[src/rtl/uart_thre_pkg.sv]
package uart_thre_pkg;

    typedef enum logic [2:0] {
        ID_NONE = 3'b000,
        ID_THRE = 3'b001,
        ID_RDA  = 3'b010,
        ID_RLS  = 3'b011,
        ID_CTO  = 3'b110
    } int_id_e;

    typedef struct packed {
        logic thre;     // interrupt pending
        logic fired;    // raised since FIFO last became non-empty
        logic held2;    // FIFO held two or more since last raise
        logic wait_on;  // delayed path counting
    } qual_st_t;

endpackage

[src/rtl/thre_char_timer.sv]
module thre_char_timer #(
    parameter int OVS = 16
) (
    input  logic       clk,
    input  logic       rst_n,
    input  logic       run,
    input  logic       tick,
    input  logic [1:0] dbits,
    input  logic       par_en,
    output logic       expire
);
    localparam int MAX_BITS = 10;
    localparam int CNT_W    = $clog2(MAX_BITS * OVS + 1);

    logic [CNT_W-1:0] cnt_d, cnt_q;
    logic [CNT_W-1:0] target;
    logic [3:0]       nbits;

    // start bit + (5..8) data bits + optional parity
    always_comb begin
        nbits  = 4'd6 + {2'b00, dbits} + {3'b000, par_en};
        target = CNT_W'(nbits) * CNT_W'(OVS);
        expire = run && tick && (cnt_q == target - CNT_W'(1));
        cnt_d  = cnt_q;
        if (!run)
            cnt_d = '0;
        else if (tick)
            cnt_d = expire ? '0 : cnt_q + CNT_W'(1);
    end

    always_ff @(posedge clk or negedge rst_n) begin
        if (!rst_n) cnt_q <= '0;
        else        cnt_q <= cnt_d;
    end
endmodule

[src/rtl/thre_id_prio.sv]
module thre_id_prio
    import uart_thre_pkg::*;
(
    input  logic    rls,
    input  logic    rda,
    input  logic    cto,
    input  logic    thre,
    output int_id_e id,
    output logic    any
);
    always_comb begin
        if (rls)       id = ID_RLS;
        else if (rda)  id = ID_RDA;
        else if (cto)  id = ID_CTO;
        else if (thre) id = ID_THRE;
        else           id = ID_NONE;
        any = rls | rda | cto | thre;
    end
endmodule

[src/rtl/uart_thre_qual.sv]
module uart_thre_qual
    import uart_thre_pkg::*;
#(
    parameter int FIFO_DEPTH = 16,
    parameter int OVS        = 16,
    localparam int LVL_W     = $clog2(FIFO_DEPTH + 1)
) (
    input  logic             clk,
    input  logic             rst_n,
    input  logic [LVL_W-1:0] fifo_level,
    input  logic             thr_wr,
    input  logic             iir_rd,
    input  logic             baud_tick,
    input  logic [1:0]       data_bits_sel,
    input  logic             parity_en,
    input  logic             thre_ie,
    input  logic             rls_pend,
    input  logic             rda_pend,
    input  logic             cto_pend,
    output logic             thre_flag,
    output logic             irq_pend,
    output logic [2:0]       int_id
);
    qual_st_t st_d, st_q;
    logic     empty, expire, thre_vis, thre_shown;
    int_id_e  id_w;

    thre_char_timer #(.OVS(OVS)) timer_i (
        .clk    (clk),
        .rst_n  (rst_n),
        .run    (st_q.wait_on),
        .tick   (baud_tick),
        .dbits  (data_bits_sel),
        .par_en (parity_en),
        .expire (expire)
    );

    assign thre_vis = st_q.thre & thre_ie;

    thre_id_prio prio_i (
        .rls  (rls_pend),
        .rda  (rda_pend),
        .cto  (cto_pend),
        .thre (thre_vis),
        .id   (id_w),
        .any  (irq_pend)
    );

    assign int_id     = id_w;
    assign thre_flag  = thre_vis;
    assign thre_shown = (id_w == ID_THRE);
    assign empty      = (fifo_level == '0);

    always_comb begin
        st_d = st_q;
        if (fifo_level >= LVL_W'(2))
            st_d.held2 = 1'b1;
        if (!empty) begin
            st_d.fired   = 1'b0;
            st_d.wait_on = 1'b0;
        end else if (!st_q.fired && !st_q.wait_on && !thr_wr) begin
            if (st_q.held2) begin
                st_d.thre  = 1'b1;
                st_d.fired = 1'b1;
                st_d.held2 = 1'b0;
            end else begin
                st_d.wait_on = 1'b1;
            end
        end
        if (st_q.wait_on && expire && empty) begin
            st_d.thre    = 1'b1;
            st_d.fired   = 1'b1;
            st_d.held2   = 1'b0;
            st_d.wait_on = 1'b0;
        end
        if (thr_wr) begin
            st_d.thre    = 1'b0;
            st_d.wait_on = 1'b0;
        end
        if (iir_rd && thre_shown)
            st_d.thre = 1'b0;
    end

    always_ff @(posedge clk or negedge rst_n) begin
        if (!rst_n) st_q <= '0;
        else        st_q <= st_d;
    end
endmodule

[config.mk]
export PLATFORM = sky130hd
export DESIGN_NAME = uart_thre_qual
export DESIGN_NICKNAME = d
export VERILOG_FILES = /design/src/rtl/uart_thre_pkg.sv /design/src/rtl/thre_char_timer.sv /design/src/rtl/thre_id_prio.sv /design/src/rtl/uart_thre_qual.sv
export SDC_FILE = /design/constraint.sdc
export NUM_CORES = 1
export LEC_CHECK = 0
export BUFFER_PORTS_ARGS = -buffer_cell sky130_fd_sc_hd__buf_2
export CAP_MARGIN = 40
export CORE_ASPECT_RATIO = 0.8
export CORE_MARGIN = 4
export CORE_UTILIZATION = 40
export CTS_CLUSTER_SIZE = 10
export DETAILED_ROUTE_END_ITERATION = 10
export GPL_TIMING_DRIVEN = 1
export HOLD_SLACK_MARGIN = 0.06
export PLACE_DENSITY = 0.66
export SLEW_MARGIN = 10
export SYNTH_ARGS = -nofsm -noshare
export SYNTH_HDL_FRONTEND = slang
export SYNTH_SLANG_ARGS = --single-unit
[constraint.sdc]
create_clock -name clk -period 2.65 [get_ports clk]
set_input_delay 0.1325 -clock clk [delete_from_list [all_inputs] [get_ports clk]]
set_output_delay 0.1325 -clock clk [all_outputs]
set_load 0.005 [all_outputs]
==> impl_metrics.py, run 1 <==
metrics = {
    "worst_setup_path": {
        "reg2reg_slack_ns": 1.02,
        "reg2reg_depth": 5,
        "cp-end-kind": "flip-flop",
        "start_kind": "input port",
        "critPathMaxFanout": 9,
        "rr_startpoint": "timer_i.cnt_q[0]$_DFFE_PN0P_",
        "worstSetupPathType": "in -> reg",
        "r2r_end": "st_q[0]$_DFFE_PN0P_",
        "cp.required_ns": 2.81,
        "critPathArrivalTime_ns": 2.07,
    },
    "synth": {
        "postSynthCellCount": 91,
        "synth_edf_count": 0,
        "yosysTopAreaCell": "dfrtp_1",
        "synthSimpleGateAreaFrac": 0.297,
        "yosys.area.top_type_share": 0.364,
        "synth-xor-area-share": 0.0500,
        "ys_seq_area_frac": 0.364,
        "synth_area_leaders": "dfrtp_1, nor2_1, xor2_2",
        "synth_fa_ha_area_frac": 0.0545,
        "syn-num-nets": 111,
        "ys_warn_count": 0,
        "ys_types": 37,
        "avgSynthCellArea_um2": 9.07,
        "synth_top_family_by_area": "simple AND/OR/NAND/NOR gates",
        "syn_area_um2": 826,
        "synth_mux_area_frac": 0.0121,
        "ys_async_sr_fraction": 1.00,
        "synth-main-ff-cell": "dfrtp_1",
        "synth_compound_area_frac": 0.174,
        "ys_seq_elements": 12,
    },
    "min_path": {
        "hold-path-endpoint": "st_q[2]$_DFFE_PN0P_",
        "min_from": "fifo_level[0]",
        "min_path_cells": 3,
        "hold_path_class": "in -> reg",
    },
    "power_and_ir_drop": {
        "vdd_drop_max_mv": 0.331,
        "power_switching_mw": 0.0904,
        "power_density_mw_per_mm2": 380,
        "sw_frac_of_total": 0.237,
        "power_frac_seq": 0.481,
        "clockPowerShare": 0.378,
        "leakage_nw": 0.442,
        "intPower_mw": 0.292,
        "pwr-share-comb": 0.140,
    },
    "sta": {
        "min_period_over_period": 0.719,
        "hold_viol_final": 0,
        "worst_slew_pin_slew_ns": 0.381,
        "grt_setup_unrepaired": "no",
        "relSlewSlack": 0.743,
        "layout_min_cycle_time_ns": 1.90,
        "setup_viol": 0,
        "fin_skew_ns": 0.00313,
        "max_freq_ghz": 0.525,
        "drv_slew": 0,
        "fin_setup_tns_ns": 0,
    },
    "cts": {
        "cts_hold_buf": 2,
        "cts.sinks": 12,
        "cts_tree": "done",
        "cts_buffers": 3,
        "clk_pin_slew_ns": 0.08,
        "clockBufferDepth": 2,
        "clock-root-buffer": "clkbuf_4",
        "cts_max_level": 1,
        "clk_latency_ns": 0.27,
        "cts_setup_buffers": 0,
        "cts_resized": 0,
    },
    "routing": {
        "viasPerCell": 5.39,
        "ant_nets": 0,
        "drtIter0Drc": 19,
        "met3_length_um": 144,
        "avgRoutedWirePerCell_um": 12.5,
        "wl_met2_um": 712,
        "drc_errors": 0,
        "finalWirelength_mm": 1.76,
        "highest_layer": "met4",
        "wl_met1_um": 889,
        "vias": 754,
        "drtPass1Iterations": 4,
    },
    "floorplanning": {
        "io_pins": 22,
        "die_x_um": 58.8,
        "rows": 14,
        "coreArea_mm2": 0.00193,
        "initial_core_util": 0.429,
        "die-area_mm2": 0.00286,
        "die_h_um": 48.6,
    },
    "global_route": {
        "grt_pass1_wl_mm": 2.97,
        "grt_pass1_vias": 657,
        "gr-total-overflow": 0,
        "antenna_found_initial": 0,
        "grt_max_degree": 13,
        "grtUsageTotal": 0.135,
    },
    "placement": {
        "placed_area_um2": 951,
        "place_hpwl_mm": 1.39,
        "place_congestion": 0.811,
        "port_buffers": 21,
    },
    "finish": {
        "design_area_mm2": 0.00101,
        "num_antenna_cells": 0,
        "area_growth_pct": 22.0,
        "nets": 137,
        "drive_gt1_frac": 0.276,
    },
    "job": {
        "maxCapViolations": 0,
    },
    "run_status": {
        "status": "complete, no violations",
    },
}
-- cell usage after synthesis (2+ instances only) --
| cell | n |
|---|---|
| and3_1 | 3 |
| or4_1 | 2 |
| nand3b_1 | 2 |
| o211ai_1 | 2 |
| dfrtp_1 | 12 |
| ha_1 | 2 |
| buf_2 | 2 |
| a21oi_1 | 6 |
| nand2_1 | 8 |
| nand4_1 | 2 |
| nor3_1 | 2 |
| inv_1 | 8 |
| nand3_1 | 5 |
| a31oi_1 | 2 |
| xor2_2 | 2 |
| nor2_1 | 10 |
-- layout by cell type, fill, tap and decap left out, types with 2 or more instances in the layout --
master,n
a31oi_1,2
and3_1,3
or4_1,2
nand3b_1,2
xor2_2,2
a21oi_1,6
clkbuf_4,3
dlygate4sd3_1,2
nand2_1,8
nor2_1,10
nor3_1,2
ha_1,2
o211ai_1,2
dfrtp_1,12
inv_1,8
nand4_1,2
nand3_1,5
buf_2,21
-- power by group through the flow --
stage               Clock, mW  Sequential [mW]  Combinational (mW)
floorplan                   0            0.188              0.0296
global placement            0            0.188              0.0510
detailed placement          0            0.188              0.0519
CTS                     0.150            0.184              0.0542
global route            0.163            0.184              0.0612
finish                  0.145            0.184              0.0536
-- through the flow --
step / power (mW) / hold WS, ns / cells / utilization / worst slack, ns
final: 0.382 / 0.149 / 140 / 0.523 / 0.745
after global routing: 0.409 / 0.139 / 140 / 0.523 / 0.631
after CTS: 0.389 / 0.140 / 140 / 0.523 / 0.743
after detailed placement: 0.240 / 0.0281 / 134 / 0.494 / 0.445
after global placement: 0.239 / 0.0262 / 134 / 0.494 / 0.486
after floorplan: 0.217 / -0.163 / 91 / - / 0.659
-- final cells by class --
type                    count  area [um^2]
flip-flops and latches     12          300
clock buffers               4         36.3
multi-input cells          69          485
inverters                   8         30.0
fillers                   187          920
well taps                  24         30.0
repair buffers             23          125
-- critical path, stage by stage --
cell and delay, ns:
buf_2 0.10, ha_1 0.33, inv_1 0.07, fa_1 0.58, xor2_2 0.19, o2111ai_4 0.21, or2_4 0.32, nor4b_1 0.14
-- per-layer routing --
metal,up-vias,GRT usage
li1,381,-
met1,349,0.201
met2,22,0.171
met3,2,0.0585
met4,0,0.0415
met5,-,0
-- kinds of logic (layout without fill, tap and decap cells) --
family	count (synthesis)	in the layout
AOI/OAI and AO/OA	18	18
DFF	12	12
xor gates and xnor gates	3	3
muxes	1	1
buffers and inverters	10	35
and+or+nand+nor	44	44
adders and majority gates	3	3
-- how the worst max path moves through the flow --
stage,endpoint,startpoint,cells after the start
6_report,st_q[0]$_DFFE_PN0P_,data_bits_sel[0],8
5_1_grt,st_q[3]$_DFFE_PN0P_,data_bits_sel[0],8
4_1_cts,st_q[0]$_DFFE_PN0P_,data_bits_sel[0],8
3_5_place_dp,st_q[0]$_DFFE_PN0P_,data_bits_sel[0],8
3_3_place_gp,st_q[2]$_DFFE_PN0P_,data_bits_sel[0],8
2_1_floorplan,st_q[0]$_DFFE_PN0P_,data_bits_sel[0],7
-- sequential cells by signal, summed over array words and instances, names as in the netlist --
name and count:
timer_i.cnt_q 8, st_q 4
(Power assumes the default switching activity.)
==> run 2: changes to the inputs <==
--- a/config.mk
+++ b/config.mk
@@ -5,6 +5,7 @@
 export SDC_FILE = /design/constraint.sdc
 export NUM_CORES = 1
 export LEC_CHECK = 0
+export ABC_AREA = 1
 export BUFFER_PORTS_ARGS = -buffer_cell sky130_fd_sc_hd__buf_2
 export CAP_MARGIN = 40
 export CORE_ASPECT_RATIO = 0.8
==> constraint.sdc (replaced) <==
create_clock -name clk -period 1.88 [get_ports clk]
set_input_delay 0.094 -clock clk [delete_from_list [all_inputs] [get_ports clk]]
set_output_delay 0.094 -clock clk [all_outputs]
set_load 0.005 [all_outputs]
==> impl_metrics.py, run 2 <==
metrics = {
    "run_status": {
        "status": "complete, no violations",
    },
    "cts": {
        "cts_resized": 0,
        "cts_hold_buf": 1,
        "cts_buffers": 3,
        "cts_tree": "done",
        "clk_latency_ns": 0.28,
        "cts_setup_buffers": 0,
        "cts_max_level": 1,
        "clockBufferDepth": 2,
        "clock-root-buffer": "clkbuf_4",
        "clk_pin_slew_ns": 0.08,
        "cts.sinks": 12,
    },
    "floorplanning": {
        "die_h_um": 49.7,
        "rows": 14,
        "initial_core_util": 0.443,
        "die-area_mm2": 0.00298,
        "die_x_um": 60.1,
        "io_pins": 22,
        "coreArea_mm2": 0.00196,
    },
    "power_and_ir_drop": {
        "power_density_mw_per_mm2": 526,
        "vdd_drop_max_mv": 0.348,
        "leakage_nw": 0.523,
    },
    "worst_setup_path": {
        "crit_chain": "buf_2 > ha_1 > inv_2 > fa_1 > nand2_1 > nand2_1 > nand3_2 > nor2_2 > nand2_1 > o21ai_1 > inv_1",
        "critPathMaxFanout": 3,
        "crit_start": "data_bits_sel[0]",
        "rr_startpoint": "timer_i.cnt_q[0]$_DFFE_PN0P_",
        "critPathArrivalTime_ns": 1.66,
        "crit_cells": 11,
        "reg2reg_depth": 6,
        "cp-end-kind": "flip-flop",
        "critical_path_buf_inv_count": 3,
        "r2r_end": "timer_i.cnt_q[6]$_DFFE_PN0P_",
        "start_kind": "input port",
        "cp.required_ns": 2.06,
        "cp-endpoint": "st_q[0]$_DFFE_PN0P_",
        "critPathTopFamily": "adder cells",
        "worstSetupPathType": "in -> reg",
        "cp_slowest_stage_delay_ns": 0.53,
        "reg2reg_slack_ns": 0.46,
        "crit_slowest_cell": "fa_1",
        "crit_path_frequent_cell": "nand2_1",
    },
    "synth": {
        "ys_async_sr_fraction": 1.00,
        "yosysMostFrequentCell": "inv_1",
        "ys_types": 25,
        "ys_seq_area_frac": 0.346,
        "syn-num-nets": 137,
        "ys_seq_elements": 12,
        "avgSynthCellArea_um2": 7.42,
        "yosys.area.top_type_share": 0.346,
        "ys_warn_count": 0,
        "synth-main-ff-cell": "dfrtp_1",
        "netlist_top_cells_count": "inv_1, nand2_1, dfrtp_1",
        "postSynthCellCount": 117,
        "synth_area_leaders": "dfrtp_1, inv_1, nand2_1",
        "yosysTopAreaCell": "dfrtp_1",
        "synth_edf_count": 0,
        "syn_area_um2": 868,
    },
    "sta": {
        "max_freq_ghz": 0.674,
        "worst_slew_pin_slew_ns": 0.299,
        "final.setup.worst_slack_ns": 0.396,
        "grt_setup_unrepaired": "no",
        "layout_min_cycle_time_ns": 1.48,
        "hold_viol_final": 0,
        "fin_setup_tns_ns": 0,
        "min_period_over_period": 0.790,
        "drv_slew": 0,
        "relSlewSlack": 0.800,
        "fin_skew_ns": 0.00521,
        "setup_viol": 0,
    },
    "finish": {
        "area_growth_pct": 19.6,
        "nets": 163,
        "drive_gt1_frac": 0.296,
        "final_common_cell": "inv_1",
        "regMostFlops": "timer_i.cnt_q",
        "num_antenna_cells": 0,
        "layout_common_cells": "inv_1, buf_2, nand2_1",
        "reg.largest.list": "timer_i.cnt_q x8, st_q x4",
        "largest_register_ffs": 8,
        "nFillCells": 198,
        "final_util": 0.529,
        "design_area_mm2": 0.00104,
    },
    "routing": {
        "drtIter0Drc": 30,
        "met3_length_um": 79,
        "wl_met1_um": 930,
        "wl_met2_um": 883,
        "drc_errors": 0,
        "vias": 811,
        "highest_layer": "met4",
        "finalWirelength_mm": 1.91,
        "ant_nets": 0,
        "drtPass1Iterations": 4,
        "avgRoutedWirePerCell_um": 11.5,
        "viasPerCell": 4.89,
    },
    "global_route": {
        "grt_max_degree": 13,
        "grt_pass1_vias": 741,
        "gr-total-overflow": 0,
        "grtUsageTotal": 0.139,
        "antenna_found_initial": 0,
        "grt_pass1_wl_mm": 3.11,
    },
    "placement": {
        "placed_area_um2": 992,
        "place_hpwl_mm": 1.55,
        "place_ws_ns": 0.109,
        "port_buffers": 21,
        "place_congestion": 0.852,
    },
    "job": {
        "maxCapViolations": 0,
    },
    "min_path": {
        "hold_path_class": "in -> reg",
    },
}
## run 2: layout make-up
| cell class | count | area (um^2) | area share |
|---|---|---|---|
| well taps | 24 | 30.0 | 0.0289 |
| clock buffers | 4 | 36.3 | 0.0349 |
| repair buffers | 22 | 115 | 0.111 |
| flip-flops and latches | 12 | 300 | 0.289 |
| multi-input cells | 77 | 455 | 0.439 |
| inverters | 27 | 101 | 0.0976 |
## run 2: power breakdown
part	total, mW	switching [mW]	internal (mW)
Sequential	0.259	0.000508	0.259
Combinational	0.0719	0.0395	0.0323
Clock	0.215	0.0973	0.118
Total	0.546	0.137	0.409
## run 2: how the worst min path moves through the flow
stage,startpoint,to,slack [ns],cells past startpoint
after floorplan,rst_n,st_q[0]$_DFFE_PN0P_,-0.20,0
after global placement,rst_n,timer_i.cnt_q[3]$_DFFE_PN0P_,-0.01,1
after detailed placement,rst_n,timer_i.cnt_q[2]$_DFFE_PN0P_,-0.005,1
after CTS,thr_wr,st_q[3]$_DFFE_PN0P_,0.09,4
after global routing,thr_wr,st_q[3]$_DFFE_PN0P_,0.13,4
final,thr_wr,st_q[3]$_DFFE_PN0P_,0.09,4
## run 2: tightest hold or removal path, cell delays in order
cell	delay, ns
buf_2	0.09
inv_1	0.05
nand2_1	0.07
a21oi_2	0.03
## run 2: logic make-up after synthesis
logic type | Yosys count | share of synthesized area
xor gates and xnor gates | 4 | 0.0404
and+or+nand+nor | 56 | 0.329
DFF | 12 | 0.346
adders and majority gates | 3 | 0.0519
AOI/OAI and AO/OA | 14 | 0.104
buffers and inverters | 28 | 0.130
## run 2: through the flow
stage / hold slack (ns) / cells / total power [mW]
floorplan: -0.202 / 117 / 0.303
global placement: -0.0111 / 161 / 0.333
detailed placement: -0.00479 / 161 / 0.335
CTS: 0.0893 / 166 / 0.551
global route: 0.126 / 166 / 0.574
finish: 0.0887 / 166 / 0.546
## run 2: routing by layer
| layer | up-vias | track usage |
|---|---|---|
| met2 | 9 | 0.210 |
| met1 | 369 | 0.187 |
| li1 | 429 | - |
| met4 | 0 | 0.0332 |
| met3 | 4 | 0.0470 |
| met5 | - | 0 |
==> run 3: changes to the inputs <==
--- a/config.mk
+++ b/config.mk
@@ -5,7 +5,7 @@
 export SDC_FILE = /design/constraint.sdc
 export NUM_CORES = 1
 export LEC_CHECK = 0
-export ABC_AREA = 1
+export ABC_AREA = 0
 export BUFFER_PORTS_ARGS = -buffer_cell sky130_fd_sc_hd__buf_2
 export CAP_MARGIN = 40
 export CORE_ASPECT_RATIO = 0.8
==> constraint.sdc (replaced) <==
create_clock -name clk -period 1.4 [get_ports clk]
set_input_delay 0.07 -clock clk [delete_from_list [all_inputs] [get_ports clk]]
set_output_delay 0.07 -clock clk [all_outputs]
set_load 0.005 [all_outputs]
==> impl_metrics.py, run 3 (synthesized netlist as in run 1, its figures left out) <==
metrics = {
    "run_status": {
        "status": "complete, but fails checks",
        "violations": "setup timing",
    },
    "sta": {
        "drv_slew": 0,
        "fin_skew_ns": 0.0107,
        "fin_setup_tns_ns": -1.17,
        "layout_min_cycle_time_ns": 1.58,
        "min_period_over_period": 1.13,
        "hold_viol_final": 0,
        "setup_viol": 9,
        "relSlewSlack": 0.792,
        "worst_slew_pin_slew_ns": 0.309,
        "max_freq_ghz": 0.633,
        "final.setup.worst_slack_ns": -0.179,
        "grt_setup_unrepaired": "yes",
    },
    "finish": {
        "largest_register_ffs": 8,
        "layout_common_cells": "buf_2, buf_4, dfrtp_1",
        "register_area_um2": 300,
        "drive_gt1_frac": 0.436,
        "multiInputGateArea_um2": 547,
        "nets": 154,
        "reg.largest.list": "timer_i.cnt_q x8, st_q x4",
        "nFillCells": 169,
        "final_common_cell": "buf_2",
        "regMostFlops": "timer_i.cnt_q",
        "num_antenna_cells": 0,
        "area_growth_pct": 46.8,
    },
    "floorplanning": {
        "rows": 14,
        "coreArea_mm2": 0.00193,
        "die_h_um": 48.6,
        "io_pins": 22,
        "die-area_mm2": 0.00286,
        "initial_core_util": 0.429,
        "die_x_um": 58.8,
    },
    "min_path": {
        "hold_path_class": "in -> reg",
    },
    "worst_setup_path": {
        "rr_startpoint": "timer_i.cnt_q[0]$_DFFE_PN0P_",
        "crit_chain": "buf_6 > ha_4 > inv_2 > fa_2 > xor2_2 > o2111ai_4 > buf_4 > o221ai_1 > a21oi_1",
        "r2r_end": "timer_i.cnt_q[6]$_DFFE_PN0P_",
        "cp.required_ns": 1.56,
        "start_kind": "input port",
        "crit_cells": 9,
        "worstSetupPathType": "in -> reg",
        "cp-end-kind": "flip-flop",
        "reg2reg_depth": 6,
        "critPathArrivalTime_ns": 1.74,
        "critPathTopFamily": "adder cells",
        "cp_slowest_stage_delay_ns": 0.55,
        "reg2reg_slack_ns": -0.06,
        "crit_slowest_cell": "fa_2",
        "cp-endpoint": "timer_i.cnt_q[6]$_DFFE_PN0P_",
        "critical_path_buf_inv_count": 3,
        "critPathMaxFanout": 4,
        "crit_start": "parity_en",
    },
    "cts": {
        "clockBufferDepth": 2,
        "cts.sinks": 12,
        "clock-root-buffer": "clkbuf_4",
        "cts_buffers": 3,
        "cts_tree": "done",
        "clk_pin_slew_ns": 0.09,
        "clk_latency_ns": 0.28,
        "cts_max_level": 1,
    },
    "global_route": {
        "grt_pass1_vias": 796,
        "grt_pass1_wl_mm": 3.65,
        "gr-total-overflow": 0,
        "grtUsageTotal": 0.164,
        "grt_max_degree": 13,
        "antenna_found_initial": 0,
    },
    "power_and_ir_drop": {
        "power_frac_seq": 0.447,
        "power_density_mw_per_mm2": 642,
        "intPower_mw": 0.580,
        "vdd_drop_max_mv": 0.532,
        "sw_frac_of_total": 0.255,
        "pwr-share-comb": 0.181,
        "power_switching_mw": 0.199,
        "leakage_nw": 0.536,
        "total_power_mw": 0.779,
        "clockPowerShare": 0.372,
    },
    "placement": {
        "place_hpwl_mm": 1.55,
        "port_buffers": 21,
        "place_congestion": 0.813,
    },
    "routing": {
        "drtIter0Drc": 42,
        "vias": 813,
        "ant_nets": 0,
        "finalWirelength_mm": 2.11,
        "drtPass1Iterations": 4,
        "avgRoutedWirePerCell_um": 13.4,
        "viasPerCell": 5.18,
        "drc_errors": 0,
    },
    "job": {
        "maxCapViolations": 0,
    },
}
run 3: changes by cell type in the layout (fill, tap and decap cells not counted), moves of 3 or more:
cell	before	now
inv_2	5	1
nor2_1	7	10
o22ai_1	5	0
nand3_1	9	4
nand2_2	3	0
buf_6	0	3
nor3_1	6	2
nand2_1	19	8
inv_1	22	7
buf_4	0	16
run 3: worst min-delay path by stage:
stage / start / endpoint / depth (start not counted)
6_report: fifo_level[0] / st_q[1]$_DFF_PN0_ / 3
2_1_floorplan: rst_n / st_q[0]$_DFFE_PN0P_ / 0
3_5_place_dp: rst_n / st_q[3]$_DFFE_PN0P_ / 1
5_1_grt: fifo_level[0] / st_q[1]$_DFF_PN0_ / 3
3_3_place_gp: rst_n / st_q[3]$_DFFE_PN0P_ / 1
4_1_cts: fifo_level[0] / st_q[1]$_DFF_PN0_ / 3
run 3: timing repair:
action,in CTS,in global routing
hold endpoints to repair,14,0
resized for setup,6,5
endpoints found under the setup margin,10,10
pin swaps,2,2
setup buffers,2,2
hold buffers,2,0
run 3: power by group through the flow:
stage                     Clock (mW)  Combinational (mW)  Sequential (mW)
after floorplan                    0              0.0646            0.355
after global placement             0               0.126            0.355
after detailed placement           0               0.128            0.355
after CTS                      0.299               0.137            0.348
after global routing           0.311               0.156            0.349
final                          0.290               0.141            0.348
run 3: routing by layer:
layer	GRT usage	routed length (um)	vias up
li1	-	-	417
met1	0.244	1030	375
met2	0.237	944	21
met3	0.0479	134	0
met4	0.0226	0	0
met5	0	0	-
run 3: cell type report:
type	instances	share of cell area
Tap cell	24	0.0248
Timing Repair Buffer	40	0.222
Multi-Input combinational cell	69	0.451
Inverter	8	0.0248
Sequential cell	12	0.248
Clock buffer	4	0.0299
run 3: stage by stage:
| stage | hold WS [ns] | std cells | instance area [um^2] | setup slack, ns | utilization |
|---|---|---|---|---|---|
| 6_report | 0.0739 | 157 | 1210 | -0.179 | 0.629 |
| 5_1_grt | 0.112 | 157 | 1210 | -0.245 | 0.629 |
| 4_1_cts | 0.0722 | 155 | 1170 | -0.171 | 0.609 |
| 3_5_place_dp | -0.0233 | 147 | 1070 | -0.495 | 0.555 |
| 3_3_place_gp | -0.0316 | 147 | 1070 | -0.470 | 0.555 |
| 2_1_floorplan | -0.226 | 91 | 847 | -0.382 | - |
run 3: worst min-delay path: cells and delay by family:
kind                   cells  cell delay, ns
AO/OA/AOI/OAI              1            0.12
buffers and inverters      1            0.08
AND/OR/NAND/NOR            1            0.04
